### config.mk
export PLATFORM = sky130hd
export DESIGN_NAME = pm_detect
export DESIGN_NICKNAME = d
export VERILOG_FILES = /design/src/rtl/pm_pkg.sv /design/src/rtl/pm_bit_eval.sv /design/src/rtl/pm_combine.sv /design/src/rtl/pm_capture.sv /design/src/rtl/pm_detect.sv
export SDC_FILE = /design/constraint.sdc
export NUM_CORES = 1
export LEC_CHECK = 0
export BUFFER_PORTS_ARGS = -buffer_cell sky130_fd_sc_hd__buf_2
export CORE_ASPECT_RATIO = 1.4
export CORE_MARGIN = 4
export CORE_UTILIZATION = 30
export CTS_CLUSTER_SIZE = 8
export DETAILED_ROUTE_END_ITERATION = 10
export PLACE_DENSITY = 0.53
export SLEW_MARGIN = 20
export SYNTH_ARGS = -nofsm -noshare
export SYNTH_HDL_FRONTEND = slang
export SYNTH_HIERARCHICAL = 1
export SYNTH_SLANG_ARGS = --single-unit
### constraint.sdc
create_clock -name clk -period 5.9 [get_ports clk]
set_input_delay 0.59 -clock clk [delete_from_list [all_inputs] [get_ports clk]]
set_output_delay 0.59 -clock clk [all_outputs]
set_load 0.005 [all_outputs]
### src/rtl/pm_pkg.sv
package pm_pkg;

    typedef enum logic [1:0] {
        PM_OFF  = 2'd0,
        PM_AND  = 2'd1,
        PM_OR   = 2'd2,
        PM_PRIO = 2'd3
    } pm_mode_e;

endpackage

### src/rtl/pm_bit_eval.sv
module pm_bit_eval #(
    parameter int W = 8
) (
    input  logic         clk,
    input  logic         rst_n,
    input  logic [W-1:0] port_in,
    input  logic [W-1:0] cfg_mask,
    input  logic [W-1:0] cfg_trans,
    input  logic [W-1:0] cfg_pol,
    output logic [W-1:0] hit,
    output logic [W-1:0] care
);

    typedef struct packed {
        logic [W-1:0] prev;
        logic         armed;
    } hist_t;

    hist_t st_d, st_q;

    always_comb begin
        st_d       = st_q;
        st_d.prev  = port_in;
        st_d.armed = 1'b1;
    end

    always_ff @(posedge clk or negedge rst_n) begin
        if (!rst_n) begin
            st_q <= '0;
        end else begin
            st_q <= st_d;
        end
    end

    for (genvar b = 0; b < W; b++) begin : g_bit
        logic rise_b, fall_b, lvl_b, raw_b;

        always_comb begin
            rise_b = port_in[b] & ~st_q.prev[b];
            fall_b = ~port_in[b] & st_q.prev[b];
            lvl_b  = ~(port_in[b] ^ cfg_pol[b]);
            unique case ({cfg_mask[b], cfg_trans[b]})
                2'b00:   raw_b = 1'b0;
                2'b01:   raw_b = rise_b | fall_b;
                2'b10:   raw_b = lvl_b;
                default: raw_b = cfg_pol[b] ? rise_b : fall_b;
            endcase
            hit[b]  = raw_b & st_q.armed;
            care[b] = cfg_mask[b] | cfg_trans[b];
        end

        // an ignored bit never reports a hit
        a_r2_ignored_bit: assert property (@(posedge clk) disable iff (!rst_n)
            (!cfg_mask[b] && !cfg_trans[b]) |-> !hit[b]);
    end

    // nothing hits before the history register holds a real sample
    a_r11_idle_first: assert property (@(posedge clk) disable iff (!rst_n)
        !st_q.armed |-> (hit == '0));

endmodule

### src/rtl/pm_combine.sv
module pm_combine
    import pm_pkg::*;
#(
    parameter int W     = 8,
    parameter int IDX_W = (W > 1) ? $clog2(W) : 1
) (
    input  logic             clk,
    input  logic             rst_n,
    input  pm_mode_e         mode,
    input  logic [W-1:0]     hit,
    input  logic [W-1:0]     care,
    output logic             match,
    output logic [IDX_W-1:0] idx
);

    logic             all_ok;
    logic             any_hit;
    logic             any_care;
    logic [IDX_W-1:0] top_idx;

    always_comb begin
        all_ok   = &(hit | ~care);
        any_hit  = |hit;
        any_care = |care;
        top_idx  = '0;
        for (int i = 0; i < W; i++) begin
            if (hit[i]) top_idx = i[IDX_W-1:0];
        end
    end

    always_comb begin
        match = 1'b0;
        idx   = '0;
        unique case (mode)
            PM_OFF:  match = 1'b0;
            PM_AND:  match = all_ok & any_care;
            PM_OR:   match = any_hit;
            PM_PRIO: begin
                match = any_hit;
                idx   = top_idx;
            end
            default: match = 1'b0;
        endcase
    end

    // mode 0 silences the detector
    a_r6_off_silent: assert property (@(posedge clk) disable iff (!rst_n)
        (mode == PM_OFF) |-> !match);

    // AND with nothing taking part never matches
    a_r7_and_empty: assert property (@(posedge clk) disable iff (!rst_n)
        (mode == PM_AND && care == '0) |-> !match);

    // reported priority index points at a bit that hit
    a_r8_prio_hit: assert property (@(posedge clk) disable iff (!rst_n)
        (mode == PM_PRIO && match) |-> hit[idx]);

endmodule

### src/rtl/pm_capture.sv
module pm_capture #(
    parameter int W     = 8,
    parameter int IDX_W = (W > 1) ? $clog2(W) : 1
) (
    input  logic             clk,
    input  logic             rst_n,
    input  logic             match,
    input  logic [IDX_W-1:0] idx,
    input  logic [W-1:0]     port_in,
    input  logic             cfg_latch,
    input  logic             clr_flag,
    output logic             flag,
    output logic [IDX_W-1:0] idx_out,
    output logic [W-1:0]     data_out
);

    typedef struct packed {
        logic             flag;
        logic [IDX_W-1:0] idx;
        logic [W-1:0]     data;
    } cap_t;

    cap_t st_d, st_q;

    always_comb begin
        st_d = st_q;
        if (match && !st_q.flag) begin
            st_d.idx = idx;
            if (cfg_latch) st_d.data = port_in;
        end
        st_d.flag = match | (st_q.flag & ~clr_flag);
    end

    always_ff @(posedge clk or negedge rst_n) begin
        if (!rst_n) begin
            st_q <= '0;
        end else begin
            st_q <= st_d;
        end
    end

    assign flag     = st_q.flag;
    assign idx_out  = st_q.idx;
    assign data_out = st_q.data;

    // flag holds without a clear
    a_r9_flag_sticky: assert property (@(posedge clk) disable iff (!rst_n)
        (st_q.flag && !clr_flag) |=> st_q.flag);

    // a match always leaves the flag set
    a_r9_match_sets: assert property (@(posedge clk) disable iff (!rst_n)
        match |=> st_q.flag);

    // captured data frozen while the flag is set
    a_r10_data_hold: assert property (@(posedge clk) disable iff (!rst_n)
        st_q.flag |=> $stable(st_q.data));

endmodule

### src/rtl/pm_detect.sv
module pm_detect
    import pm_pkg::*;
#(
    parameter int W = 8,
    localparam int IDX_W = (W > 1) ? $clog2(W) : 1
) (
    input  logic             clk,
    input  logic             rst_n,
    input  logic [W-1:0]     port_in,
    input  logic [W-1:0]     cfg_mask,
    input  logic [W-1:0]     cfg_trans,
    input  logic [W-1:0]     cfg_pol,
    input  logic [1:0]       cfg_mode,
    input  logic             cfg_latch,
    input  logic             clr_flag,
    output logic             match_flag,
    output logic [IDX_W-1:0] match_idx,
    output logic [W-1:0]     latched_data
);

    logic [W-1:0]     hit_w;
    logic [W-1:0]     care_w;
    logic             match_w;
    logic [IDX_W-1:0] idx_w;
    pm_mode_e         mode_w;

    assign mode_w = pm_mode_e'(cfg_mode);

    pm_bit_eval #(.W(W)) eval_i (
        .clk       (clk),
        .rst_n     (rst_n),
        .port_in   (port_in),
        .cfg_mask  (cfg_mask),
        .cfg_trans (cfg_trans),
        .cfg_pol   (cfg_pol),
        .hit       (hit_w),
        .care      (care_w)
    );

    pm_combine #(.W(W), .IDX_W(IDX_W)) comb_i (
        .clk   (clk),
        .rst_n (rst_n),
        .mode  (mode_w),
        .hit   (hit_w),
        .care  (care_w),
        .match (match_w),
        .idx   (idx_w)
    );

    pm_capture #(.W(W), .IDX_W(IDX_W)) cap_i (
        .clk       (clk),
        .rst_n     (rst_n),
        .match     (match_w),
        .idx       (idx_w),
        .port_in   (port_in),
        .cfg_latch (cfg_latch),
        .clr_flag  (clr_flag),
        .flag      (match_flag),
        .idx_out   (match_idx),
        .data_out  (latched_data)
    );

endmodule

* After elaboration in Yosys (flattened, before gate mapping)
Cells that the tools add are included.
** Word-level totals
- Flip-flop bits (word level) :: 21
- Bits in latches :: 0
- Memory bits (writable) :: 0
- Memory bits (read-only) :: 0
- Input port bits :: 38
- Output and inout port bits :: 12
- Word-level logic and storage cells :: 143
- Memories :: 0
** Operators by class
- Add/sub/neg operators :: 0
- Multiply operators :: 0
- Divide/modulo/power cells :: 0
- $lt $le $gt $ge :: 0
- Equal/unequal tests :: 19
- Shift operators :: 0
- Muxes and demuxes :: 25
- Bitwise operators :: 78
- Reductions and logical operators :: 16
** Operator list (number)
- one-hot mux 1 bit (3 select lines) :: 9
- AND 1 bit :: 26
- inverter 1 bit :: 25
- equality test 2 bit (second input constant) :: 10
- equality test 2 x 1 -> 1 bit (second input constant) :: 9
- zero test 2 bit :: 9
- bitwise OR 1 bit :: 17
- OR reduction 8 bit :: 2
- 2-to-1 mux 3 bit :: 5
- 2-to-1 mux 1 bit :: 9
- inverter 8 bit :: 1
- bitwise OR 8 bit :: 1
- AND reduction 8 bit :: 1
- bitwise XOR 1 bit :: 8
- 2-to-1 mux 2 bit :: 2
- AND reduction 2 bit :: 1
- OR reduction 2 bit :: 1
- logical AND 1 bit :: 1
- zero test 1 bit :: 1

* Logic depth before layout (Yosys ltp)
Gate-level depths: netlist of run 1.
- Word-level depth :: 13
- Depth in mapped cells :: 10
- Depth with buffers taken out :: 10

* Modules after synthesis
Netlist of run 1, hierarchy kept.
** By module, submodules not included
- pm_bit_eval :: times used 1, cells each 105, area an instance 938.4 um^2, sequential area each 225.2 um^2
- pm_capture :: times used 1, cells each 27, area an instance 470.5 um^2, sequential area each 300.3 um^2
- pm_combine :: times used 1, cells each 29, area an instance 158.9 um^2, sequential area each 0.0 um^2

* Worst setup path before layout of run 1
OpenSTA, ideal clock, no wires.
- Kind :: input to register
- Start :: input port_in[4]
- End :: register cap_i.st_q (netlist bit cap_i/idx_out[0])
- Library setup time :: 125 ps
- Arrival :: 2587 ps
- Required time :: 5775 ps
- Slack :: 3188 ps
- Cell stages on the path :: 10
- Buffers on the path :: 0
- Cells stage by stage :: inv_1 -> ha_1 -> nor3b_1 -> a31oi_1 -> a21boi_0 -> o22ai_1 -> a2111oi_2 -> a32o_1 -> nor2b_4 -> mux2_2
** On the way
- Word-level cells in the longest chain between the ends :: 10
- Elaborated cells between the ends (all ways) :: 20
- Those cells by class :: mux (8); bitwise (9); reduce/logical (3)
** RTL lines
- from (decl) :: line pm_detect.sv:9 : input logic [W-1:0] port_in,
- inverter 1 bit :: line pm_bit_eval.sv:40 : fall_b = ~port_in[b] & st_q.prev[b];
- AND 1 bit :: line pm_bit_eval.sv:40
- 2-to-1 mux 1 bit or bitwise OR 1 bit (tied branches) :: line pm_bit_eval.sv:46, pm_bit_eval.sv:44
- one-hot mux 1 bit (3 select lines) * :: line pm_bit_eval.sv:42 : unique case ({cfg_mask[b], cfg_trans[b]})
- AND 1 bit * :: line pm_bit_eval.sv:48 : hit[b] = raw_b & st_q.armed;
- named net hit_w[4] :: line pm_detect.sv:21 : logic [W-1:0] hit_w;
- bitwise OR 8 bit :: line pm_combine.sv:22 : all_ok = &(hit | ~care);
- AND reduction 8 bit :: line pm_combine.sv:22
- AND 1 bit :: line pm_combine.sv:36 : PM_AND: match = all_ok & any_care;
- one-hot mux 1 bit (3 select lines) * :: line pm_combine.sv:34 : unique case (mode)
- named net match_w :: line pm_detect.sv:23 : logic match_w;
- logical AND 1 bit * :: line pm_capture.sv:27 : if (match && !st_q.flag) begin
- to (signal assigned) :: line pm_capture.sv:38 : st_q <= st_d;
- to (decl) :: line pm_capture.sv:23 : cap_t st_d, st_q;
Mark *: on every way through the listed nets, which the timed path passes. The rest lies on a longest branch.
A chain may end at the register's enable or synchronous reset.

* Worst setup path after layout of run 1
- Start :: input port_in[4]
- End :: register cap_i.st_q (netlist bit cap_i/idx_out[1])
The elaborated chain is that of the path after synthesis.

==> summary.txt, run 1 <==
Status = finished, final reports clean
Post-synth ARST share = 100%
Clock latency on the worst-skew pair = 0.27 ns
Area Growth Syn to Fin = 23.7%
Post-Route WL = 3.50 mm
Vias/cell = 4.59
Die X = 69.1 um
Fin. Hold Viols = 0
Pwr/cell area = 217 mW/mm2
Synth area leader = dfrtp_1
Leak = 0.00101 uW
Synth Area in Simple Gates = 15.5%
Count of final setup violators = 0
Dpl hpwl = 2.85 mm
Count of hold-fix buffers inserted at cts = 0
Comb power frac = 31.2%
Number of global-route vias before repair = 1,313
Synth cell types = 27
Antenna viol nets, final = 0
Sequential share of power = 45.1%
Final WS setup = 3.03 ns
Internal power = 295 uW
Detailed Route Iter0 Violations = 16
Global route overflow = 0
# rows = 30
Post-route DRC = 0
Crit. path cell count = 11
DP Cell Count = 274
CP Launch Type = input port
Post-synthesis mux area share = 13.6%
Final nets = 269
Syn nets = 215
Gr usage total = 11.3%
Post-CTS resize count = 0
Crit path kind = in -> reg
Worst path slowest cell = a21boi_0
RSZ-0062 raised after global routing = false
Gpl congestion = 0.917
Clock slew at reported path FFs = 0.09 ns
Initial antenna violation count = 0
Initial Util = 31.6%
Cells along the critical path = buf_2 > inv_1 > ha_1 > nor3b_1 > a31oi_1 > a21boi_0 > o22ai_1 > a2111oi_2 > a32o_1 > nor2b_4 > mux2_2
H-tree depth = 1
Synth warn = 6
Setup WS pre-CTS = 2.74 ns
TritonCTS clock tree = yes
CTS Buf Count = 3
Wire per inst = 12.6 um
Die area = 0.00646 mm2
Reg-to-Reg Start = eval_i/st_q[5]
Max-Cap Viols = 0
Cells after synthesis = 161
Clock root cell = clkbuf_8
Top cells by count, synth = 32 x inv_1, 21 x dfrtp_1, 18 x mux2_2
Count leader, synth = inv_1
Hold crit path type = in -> async
Largest family of logic cells by synthesized area = simple AND/OR/NAND/NOR gates
Ant diodes = 0
Number of synthesized flops with an enable pin = 0
Avg Inst Size Synth = 9.74 um2
Setup tns final = 0 ns
Seq cells post-synth = 21
Period utilization = 48.6%
RR Endpoint = cap_i/idx_out[1]
Net Switching = 126 uW
Detailed-route via count = 1,275
Max-slew violation count = 0
Largest stage delay, worst path = 0.36 ns
Clock Skew = 0.00552 ns
Net Sw Frac = 30.0%
Register area share after synthesis = 33.5%
Post-Synth Adder-Cell Area = 12.8%
Minimum clock period = 2.87 ns
R2R setup slack = 3.16 ns
Port Buffer Count = 49
Worst endpoint required time = 6.06 ns
Largest fanout on the critical path = 5
Yosys top cell area share = 33.5%
Clk buf depth = 2
CP startpoint = port_in[4]
Sink Count = 21
# Post-CTS Setup Buffers = 0
CP Capture Point = cap_i/idx_out[1]
R2r worst-path depth = 9
Global-route wire length before repair = 5.91 mm
Largest net degree at the start of global routing = 22
Largest cells by area after synthesis = dfrtp_1 34%, mux2_2 13%, ha_1 13%
Critical path's top delay family = compound AO/OA/AOI/OAI gates
Core footprint = 0.00495 mm2
Number of buffers and inverters on the critical path = 2
Setup crit end kind = flop
Layout cell share with drive strength beyond 1 = 38.8%
Number of I/O pins = 50
Worst VDD drop = 0.0000957 V
Synth Area in XOR/XNOR = 4.47%
Max Clock Freq = 0.349 GHz
Die Height = 93.5 um
Top FF cell, synth = dfrtp_1
Clock share of power = 23.7%
Worst EP arrival = 3.02 ns
Total power draw = 421 uW
DRT Pass-1 Iters = 4
Compound-Gate Fraction of Synth Area = 12.3%
Cell Area, Synth = 0.00157 mm2
Post-Layout Cell Count = 278
## cells by family (layout without fill, tap and decap cells)
kind of cell / count (synthesis) / in the layout
and+or+nand+nor: 37 / 37
buffers and inverters: 32 / 85
AOI/OAI and AO/OA: 27 / 27
DFF: 21 / 21
muxes: 19 / 19
adders and majority gates: 16 / 16
xor gates and xnor gates: 8 / 8
other: 1 / 1
## worst min path at each step
stage / cells past startpoint / from / to / slack (ns)
5_1_grt: 1 / rst_n / eval_i/st_q[1] / 0.33
6_report: 1 / rst_n / eval_i/st_q[1] / 0.27
4_1_cts: 1 / rst_n / eval_i/st_q[1] / 0.29
3_5_place_dp: 1 / cap_i/data_out[5] / cap_i/data_out[5] / 0.49
2_1_floorplan: 0 / rst_n / cap_i/data_out[0] / 0.29
3_3_place_gp: 1 / cap_i/data_out[6] / cap_i/data_out[6] / 0.49
## sequential cells by signal, summed over array words and instances (netlist names)
| signal | count |
|---|---|
| eval_i/st_q | 9 |
| cap_i/data_out | 8 |
| cap_i/idx_out | 3 |
| cap_i/flag | 1 |
## area by class of cell
cell class	count	area, um2
sequential	21	526
clock buffer	3	41.3
inverter	32	120
timing repair buffer	49	245
fill	531	3020
multi-input combinational	108	922
tap	64	80.1
clock inverter	1	5.00
## stage by stage
| step | util (%) | hold slack, ns | cell area [um2] |
|---|---|---|---|
| after detailed placement | 38.2 | 0.489 | 1890 |
| final | 39.1 | 0.275 | 1940 |
| after CTS | 39.1 | 0.294 | 1940 |
| after floorplan | - | 0.294 | 1570 |
| after global routing | 39.1 | 0.327 | 1940 |
| after global placement | 38.2 | 0.486 | 1890 |
## layer usage
layer	track usage, %	up-vias	routed length (um)
li1	-	652	-
met1	13.5	588	1510
met2	20.2	31	1790
met3	1.83	4	145
met4	4.40	0	48
met5	0	-	0
## power by group through the flow
stage / sequential (uW) / clock, uW / combinational, uW
2_1_floorplan: 195 / 0 / 67.6
3_3_place_gp: 193 / 0 / 133
3_5_place_dp: 193 / 0 / 134
4_1_cts: 190 / 105 / 135
5_1_grt: 195 / 109 / 148
6_report: 190 / 99.9 / 131
## cell usage in the layout, fill, tap and decap left out, drive strengths merged
master   netlist  routed
buf            0      49
inv           32      32
dfrtp         21      21
mux2          18      18
ha            16      16
nand3          8       8
or2            8       8
xnor2          8       8
nor3b          7       7
a31oi          7       7
a21boi         7       7
a21oi          4       4
clkbuf         0       3
nand2          3       3
nand2b         3       3
nor4           3       3
nor2           2       2
o21ai          2       2
o22ai          2       2
a21o           1       1
nand3b         1       1
nor2b          1       1
clkinv         0       1
a222oi         1       1
a2111oi        1       1
a32o           1       1
mux2i          1       1
and4b          1       1
a41o           1       1
conb           1       1
Note: power is estimated with default switching activity, not from simulation.
==> run 2: changes to the inputs <==
--- a/config.mk
+++ b/config.mk
@@ -5,13 +5,14 @@
 export SDC_FILE = /design/constraint.sdc
 export NUM_CORES = 1
 export LEC_CHECK = 0
+export ABC_AREA = 1
 export BUFFER_PORTS_ARGS = -buffer_cell sky130_fd_sc_hd__buf_2
 export CORE_ASPECT_RATIO = 1.4
 export CORE_MARGIN = 4
 export CORE_UTILIZATION = 30
 export CTS_CLUSTER_SIZE = 8
 export DETAILED_ROUTE_END_ITERATION = 10
-export PLACE_DENSITY = 0.53
+export PLACE_DENSITY = 0.52
 export SLEW_MARGIN = 20
 export SYNTH_ARGS = -nofsm -noshare
 export SYNTH_HDL_FRONTEND = slang
==> constraint.sdc (replaced) <==
create_clock -name clk -period 2.8 [get_ports clk]
set_input_delay 0.28 -clock clk [delete_from_list [all_inputs] [get_ports clk]]
set_output_delay 0.28 -clock clk [all_outputs]
set_load 0.005 [all_outputs]
==> run 2 against run 1 <==
Against the previous run: sequential power grew 100%; synthesized cell count up 63%; clock skew up 0.0047 ns; largest cell class unchanged; final cell count is 37% higher; flip-flop and latch count stayed put; largest power group unchanged; clock power grew 110%; die area is 8.2% higher.
==> summary.txt, run 2 <==
Dpl hpwl = 3.58 mm
Number of global-route vias before repair = 1,618
Clock Skew = 0.0102 ns
Worst endpoint required time = 2.96 ns
Clock slew at reported path FFs = 0.09 ns
Leak = 0.00122 uW
Most frequent cells in the layout = 74 x nand2_1, 49 x buf_2, 48 x nor2_1
Die area = 0.00699 mm2
Max-Cap Viols = 0
Pwr/cell area = 424 mW/mm2
CP Capture Point = cap_i/data_out[6]
Yosys top cell area share = 30.7%
Final WS setup = 0.616 ns
Top cells by count, synth = 74 x nand2_1, 48 x nor2_1, 37 x inv_1
# rows = 32
Post-Route WL = 4.29 mm
Max-slew violation count = 0
Register area share after synthesis = 30.7%
Max reg flops = 9
Commonest non-fill, non-tap cell in the layout = nand2_1
Initial antenna violation count = 0
Final Hold Slack = 0.173 ns
Die X = 71.8 um
Gpl congestion = 0.757
Sink Count = 21
Crit path kind = reg -> reg
R2R setup slack = 0.62 ns
Largest net degree at the start of global routing = 22
H-tree depth = 1
Cells after synthesis = 262
RR Endpoint = cap_i/data_out[6]
Wire per inst = 11.2 um
Post-synth ARST share = 100%
Synth cell types = 23
Initial Util = 31.0%
Setup WS pre-CTS = 0.500 ns
Clk buf depth = 2
DRT Pass-1 Iters = 4
Detailed Route Iter0 Violations = 32
Hold crit path type = in -> reg
Clock root cell = clkbuf_8
Final nets = 369
Status = finished, final reports clean
Synth area leader = dfrtp_1
Setup tns final = 0 ns
Detailed-route via count = 1,680
Cell Area, Synth = 0.00171 mm2
Largest cells by area after synthesis = dfrtp_1 31%, nand2_1 16%, ha_1 12%
Top FF cell, synth = dfrtp_1
Number of I/O pins = 50
Largest Register = eval_i/st_q
Largest fanout on the critical path = 9
Avg Inst Size Synth = 6.53 um2
Synth warn = 6
Post-route DRC = 0
Worst Max-Slew Pin Slew = 0.507 ns
Worst VDD drop = 0.000158 V
Count leader, synth = nand2_1
Total power draw = 884 uW
Vias/cell = 4.40
CTS Buf Count = 3
Core footprint = 0.00553 mm2
Worst hold path startpoint = port_in[1]
Max Clock Freq = 0.458 GHz
RSZ-0062 raised after global routing = false
Setup crit end kind = flop
TritonCTS clock tree = yes
Gr usage total = 12.5%
Period utilization = 78.0%
Count of final setup violators = 0
Seq cells post-synth = 21
CP startpoint = eval_i/st_q[6]
Number of synthesized flops with an enable pin = 0
Ant diodes = 0
Clock latency on the worst-skew pair = 0.27 ns
Worst EP arrival = 2.34 ns
Layout cell share with drive strength beyond 1 = 21.7%
R2r worst-path depth = 15
Fin. Hold Viols = 0
CP Launch Type = flop
Antenna viol nets, final = 0
Die Height = 97.3 um
Minimum clock period = 2.18 ns
Area Growth Syn to Fin = 21.9%
Reg-to-Reg Start = eval_i/st_q[6]
Slew HR = 66.2%
Port Buffer Count = 49
Global-route wire length before repair = 7.00 mm
Global route overflow = 0
Syn nets = 316
==> run 2: power by group <==
group	switching, uW	total (uW)	internal [uW]
registers	30.4	388	358
logic	163	283	120
clock network	113	213	99.6
total	307	884	578
==> run 2: stage by stage <==
step	instance area, um2	instances	util (%)
after CTS	2080	382	37.7
after floorplan	1710	262	-
after global placement	2030	377	36.7
after detailed placement	2030	377	36.7
final	2080	382	37.7
after global routing	2080	382	37.7
==> run 2: layout make-up <==
class | count | area [um2]
fill | 617 | 3440
multi-input combinational | 194 | 1000
sequential | 21 | 526
timing repair buffer | 51 | 263
inverter | 44 | 165
tap | 68 | 85.1
clock buffer | 3 | 41.3
clock inverter | 1 | 5.00
==> run 2: worst min-delay path by stage <==
stage | slack (ns) | depth (start not counted) | to
CTS | 0.17 | 1 | eval_i/st_q[2]
finish | 0.17 | 1 | eval_i/st_q[2]
global route | 0.18 | 1 | eval_i/st_q[2]
global placement | 0.28 | 1 | cap_i/data_out[2]
floorplan | -0.02 | 0 | cap_i/data_out[0]
detailed placement | 0.29 | 1 | cap_i/data_out[3]
==> run 2: worst max-delay path, cell delays in order (launching register included) <==
cell	delay, ns
dfrtp_1	0.39
ha_1	0.27
inv_1	0.05
nor2_1	0.03
nor2_1	0.09
nand2_1	0.05
nor2_1	0.21
inv_2	0.06
nand2_1	0.06
nand2_1	0.06
a21oi_2	0.10
nand3_1	0.08
nand2_1	0.23
nand3_2	0.23
nand2_1	0.11
nand2_1	0.06
==> run 2: routing by layer <==
layer | GRT usage (%) | up-vias | share of wire (%)
li1 | - | 910 | -
met3 | 1.14 | 7 | 3.3
met1 | 13.5 | 733 | 42
met2 | 24.1 | 30 | 52
met4 | 4.78 | 0 | 2.4
met5 | 0 | - | 0
==> run 2: timing repair <==
| item | in CTS | in global routing |
|---|---|---|
| hold buffers | 1 | 0 |
| buffers inserted | 0 | 0 |
| resized for setup | 0 | 0 |
| setup endpoints to repair | 0 | 0 |
| hold endpoints to repair | 21 | 0 |
==> run 2: logic make-up (layout without fill, tap and decap cells) <==
| group | Yosys count | after routing | synth area share (%) |
|---|---|---|---|
| flops | 21 | 21 | 30.7 |
| compound gates | 18 | 18 | 6.36 |
| fa+ha+maj | 16 | 16 | 11.7 |
| other cells | 1 | 1 | 0.219 |
| buf+inv | 47 | 99 | 10.8 |
| simple gates | 159 | 159 | 40.2 |
==> run 3: changes to the inputs <==
--- a/config.mk
+++ b/config.mk
@@ -12,7 +12,7 @@
 export CORE_UTILIZATION = 30
 export CTS_CLUSTER_SIZE = 8
 export DETAILED_ROUTE_END_ITERATION = 10
-export PLACE_DENSITY = 0.52
+export PLACE_DENSITY = 0.54
 export SLEW_MARGIN = 20
 export SYNTH_ARGS = -nofsm -noshare
 export SYNTH_HDL_FRONTEND = slang
==> constraint.sdc (replaced) <==
create_clock -name clk -period 2 [get_ports clk]
set_input_delay 0.2 -clock clk [delete_from_list [all_inputs] [get_ports clk]]
set_output_delay 0.2 -clock clk [all_outputs]
set_load 0.005 [all_outputs]
==> run 3 against run 2 <==
Against the previous run: register-to-register slack got worse by 0.56 ns; count of clock-buffer cells in the layout did not move; critical path depth did not move; non-clock buffer count rose by 10; sequential share of layout area fell by 1.1 points; fmax rose by 13%; final area rose by 4.6%; combinational power rose by 49%; wire length fell by 2.1%; clock skew fell by 0.0016 ns; final cell count rose by 2.6%; sequential power rose by 41%; largest cell class unchanged.
==> summary.txt, run 3 (same netlist as run 2, synthesis figures left out) <==
TritonCTS clock tree = yes
Period utilization = 97.0%
Antenna viol nets, final = 0
Sequential share of power = 43.7%
Gpl congestion = 0.835
Initial antenna violation count = 0
DRT Pass-1 Iters = 4
Core footprint = 0.00553 mm2
Fin. Hold Viols = 0
Post-layout util = 39.4%
CTS Buf Count = 3
Vias/cell = 4.43
Net Switching = 423 uW
Global route overflow = 0
Most frequent cells in the layout = 73 x nand2_1, 49 x buf_2, 46 x nor2_1
R2R setup slack = 0.06 ns
Layout cell share with drive strength beyond 1 = 25.0%
Hold crit path type = in -> reg
Clock latency on the worst-skew pair = 0.26 ns
Initial Util = 31.0%
Port Buffer Count = 49
Internal power = 827 uW
Comb power frac = 33.9%
Dpl hpwl = 3.57 mm
Largest Register = eval_i/st_q
Clock share of power = 22.4%
Net Sw Frac = 33.8%
Critical path's top delay family = simple AND/OR/NAND/NOR gates
Count of final setup violators = 0
Max Clock Freq = 0.515 GHz
Reg-to-Reg Start = eval_i/st_q[3]
Setup crit end kind = flop
Pwr/cell area = 574 mW/mm2
H-tree depth = 1
Clock Skew = 0.00861 ns
Detailed Route Iter0 Violations = 51
Fillers = 647
R2r worst-path depth = 15
Final nets = 379
Sink Count = 21
# rows = 32
Largest stage delay, worst path = 0.38 ns
Worst hold path startpoint = port_in[0]
Die Height = 97.3 um
Clk buf depth = 2
Largest fanout on the critical path = 8
Post-route DRC = 0
Worst path slowest cell = dfrtp_1
Minimum clock period = 1.94 ns
Leak = 0.00126 uW
Total power draw = 1250 uW
Wire per inst = 10.7 um
Die X = 71.8 um
Crit. path cell count = 15
CP Launch Type = flop
Clock root cell = clkbuf_8
Largest net degree at the start of global routing = 22
Gr usage total = 12.6%
Ant diodes = 0
Die area = 0.00699 mm2
Worst endpoint required time = 2.20 ns
Number of global-route vias before repair = 1,711
Max-Cap Viols = 0
Hold Crit Depth = 1
Detailed-route via count = 1,737
RSZ-0062 raised after global routing = true
Area Growth Syn to Fin = 27.4%
Clock slew at reported path FFs = 0.08 ns
Max reg flops = 9
RR Endpoint = cap_i/data_out[4]
Post-Route WL = 4.20 mm
Global-route wire length before repair = 7.27 mm
Commonest non-fill, non-tap cell in the layout = nand2_1
Hold Crit Endpoint = eval_i/st_q[1]
Crit path kind = reg -> reg
Worst VDD drop = 0.000257 V
Status = finished, final reports clean
Number of buffers and inverters on the critical path = 3
Cells along the critical path = ha_1 > inv_1 > nor2_1 > nor2_1 > nand2_1 > nor2_1 > inv_2 > nand2_1 > nand3_1 > nor2_2 > nand3_1 > nand2_2 > buf_4 > nand4_1 > nand2_1
Max-slew violation count = 0
Worst EP arrival = 2.14 ns
Number of I/O pins = 50
## run 3: how the worst max path moves through the flow
stage,from,end,slack [ns]
finish,eval_i/st_q[3],cap_i/data_out[4],0.06
global route,eval_i/st_q[6],cap_i/data_out[2],-0.17
CTS,eval_i/st_q[2],cap_i/data_out[2],0.03
detailed placement,eval_i/st_q[6],cap_i/data_out[7],-0.04
global placement,eval_i/st_q[6],cap_i/data_out[2],-0.01
floorplan,eval_i/st_q[6],cap_i/data_out[0],0.19
## run 3: routing by layer
metal  up-vias  wire length [um]  global-route usage [%]
met5         -                 0                       0
met4         0                88                    4.05
met3         6               155                    1.66
met2        31              2150                    23.2
met1       766              1810                    14.7
li1        934                 -                       -
## run 3: worst reg2reg max path: cells and delay by family, from the launching register on
family,cells,cell delay (ns)
buffers and inverters,3,0.27
flip-flops,1,0.38
adder cells (fa/ha/maj),1,0.27
AND/OR/NAND/NOR,11,0.96
## run 3: what timing repair did
item | 4_1_cts | 5_1_grt
pin swaps | 0 | 0
hold buffers | 1 | 0
endpoints found under the hold margin | 21 | 0
gates cloned | 0 | 0
buffers inserted | 0 | 0
gates resized for setup | 3 | 2
setup endpoints to repair | 11 | 12
## run 3: cell type report
cell class              instances  area (um2)  share of cell area, %
well taps                      68        85.1                   3.90
clock buffers                   3        41.3                   1.89
multi-input cells             194        1020                   46.8
clock inverters                 1        5.00                  0.230
inverters                      44         165                   7.58
repair buffers                 61         338                   15.5
flip-flops and latches         21         526                   24.1
## run 3: power groups by stage
stage / combinational (uW) / clock [uW] / sequential [uW]
after floorplan: 215 / 0 / 555
after CTS: 430 / 292 / 549
after global routing: 487 / 311 / 557
after global placement: 417 / 0 / 558
after detailed placement: 423 / 0 / 557
final: 423 / 281 / 546
## run 3: per-stage QoR
step           cells  hold slack (ns)  setup slack [ns]  area, um2  TNS [ns]
2_1_floorplan    262          -0.0956             0.187       1710         0
3_3_place_gp     387            0.196           -0.0115       2100   -0.0726
3_5_place_dp     387            0.194           -0.0430       2100    -0.282
4_1_cts          392            0.106            0.0294       2170         0
5_1_grt          392            0.109            -0.174       2180     -1.75
6_report         392            0.115            0.0599       2180         0
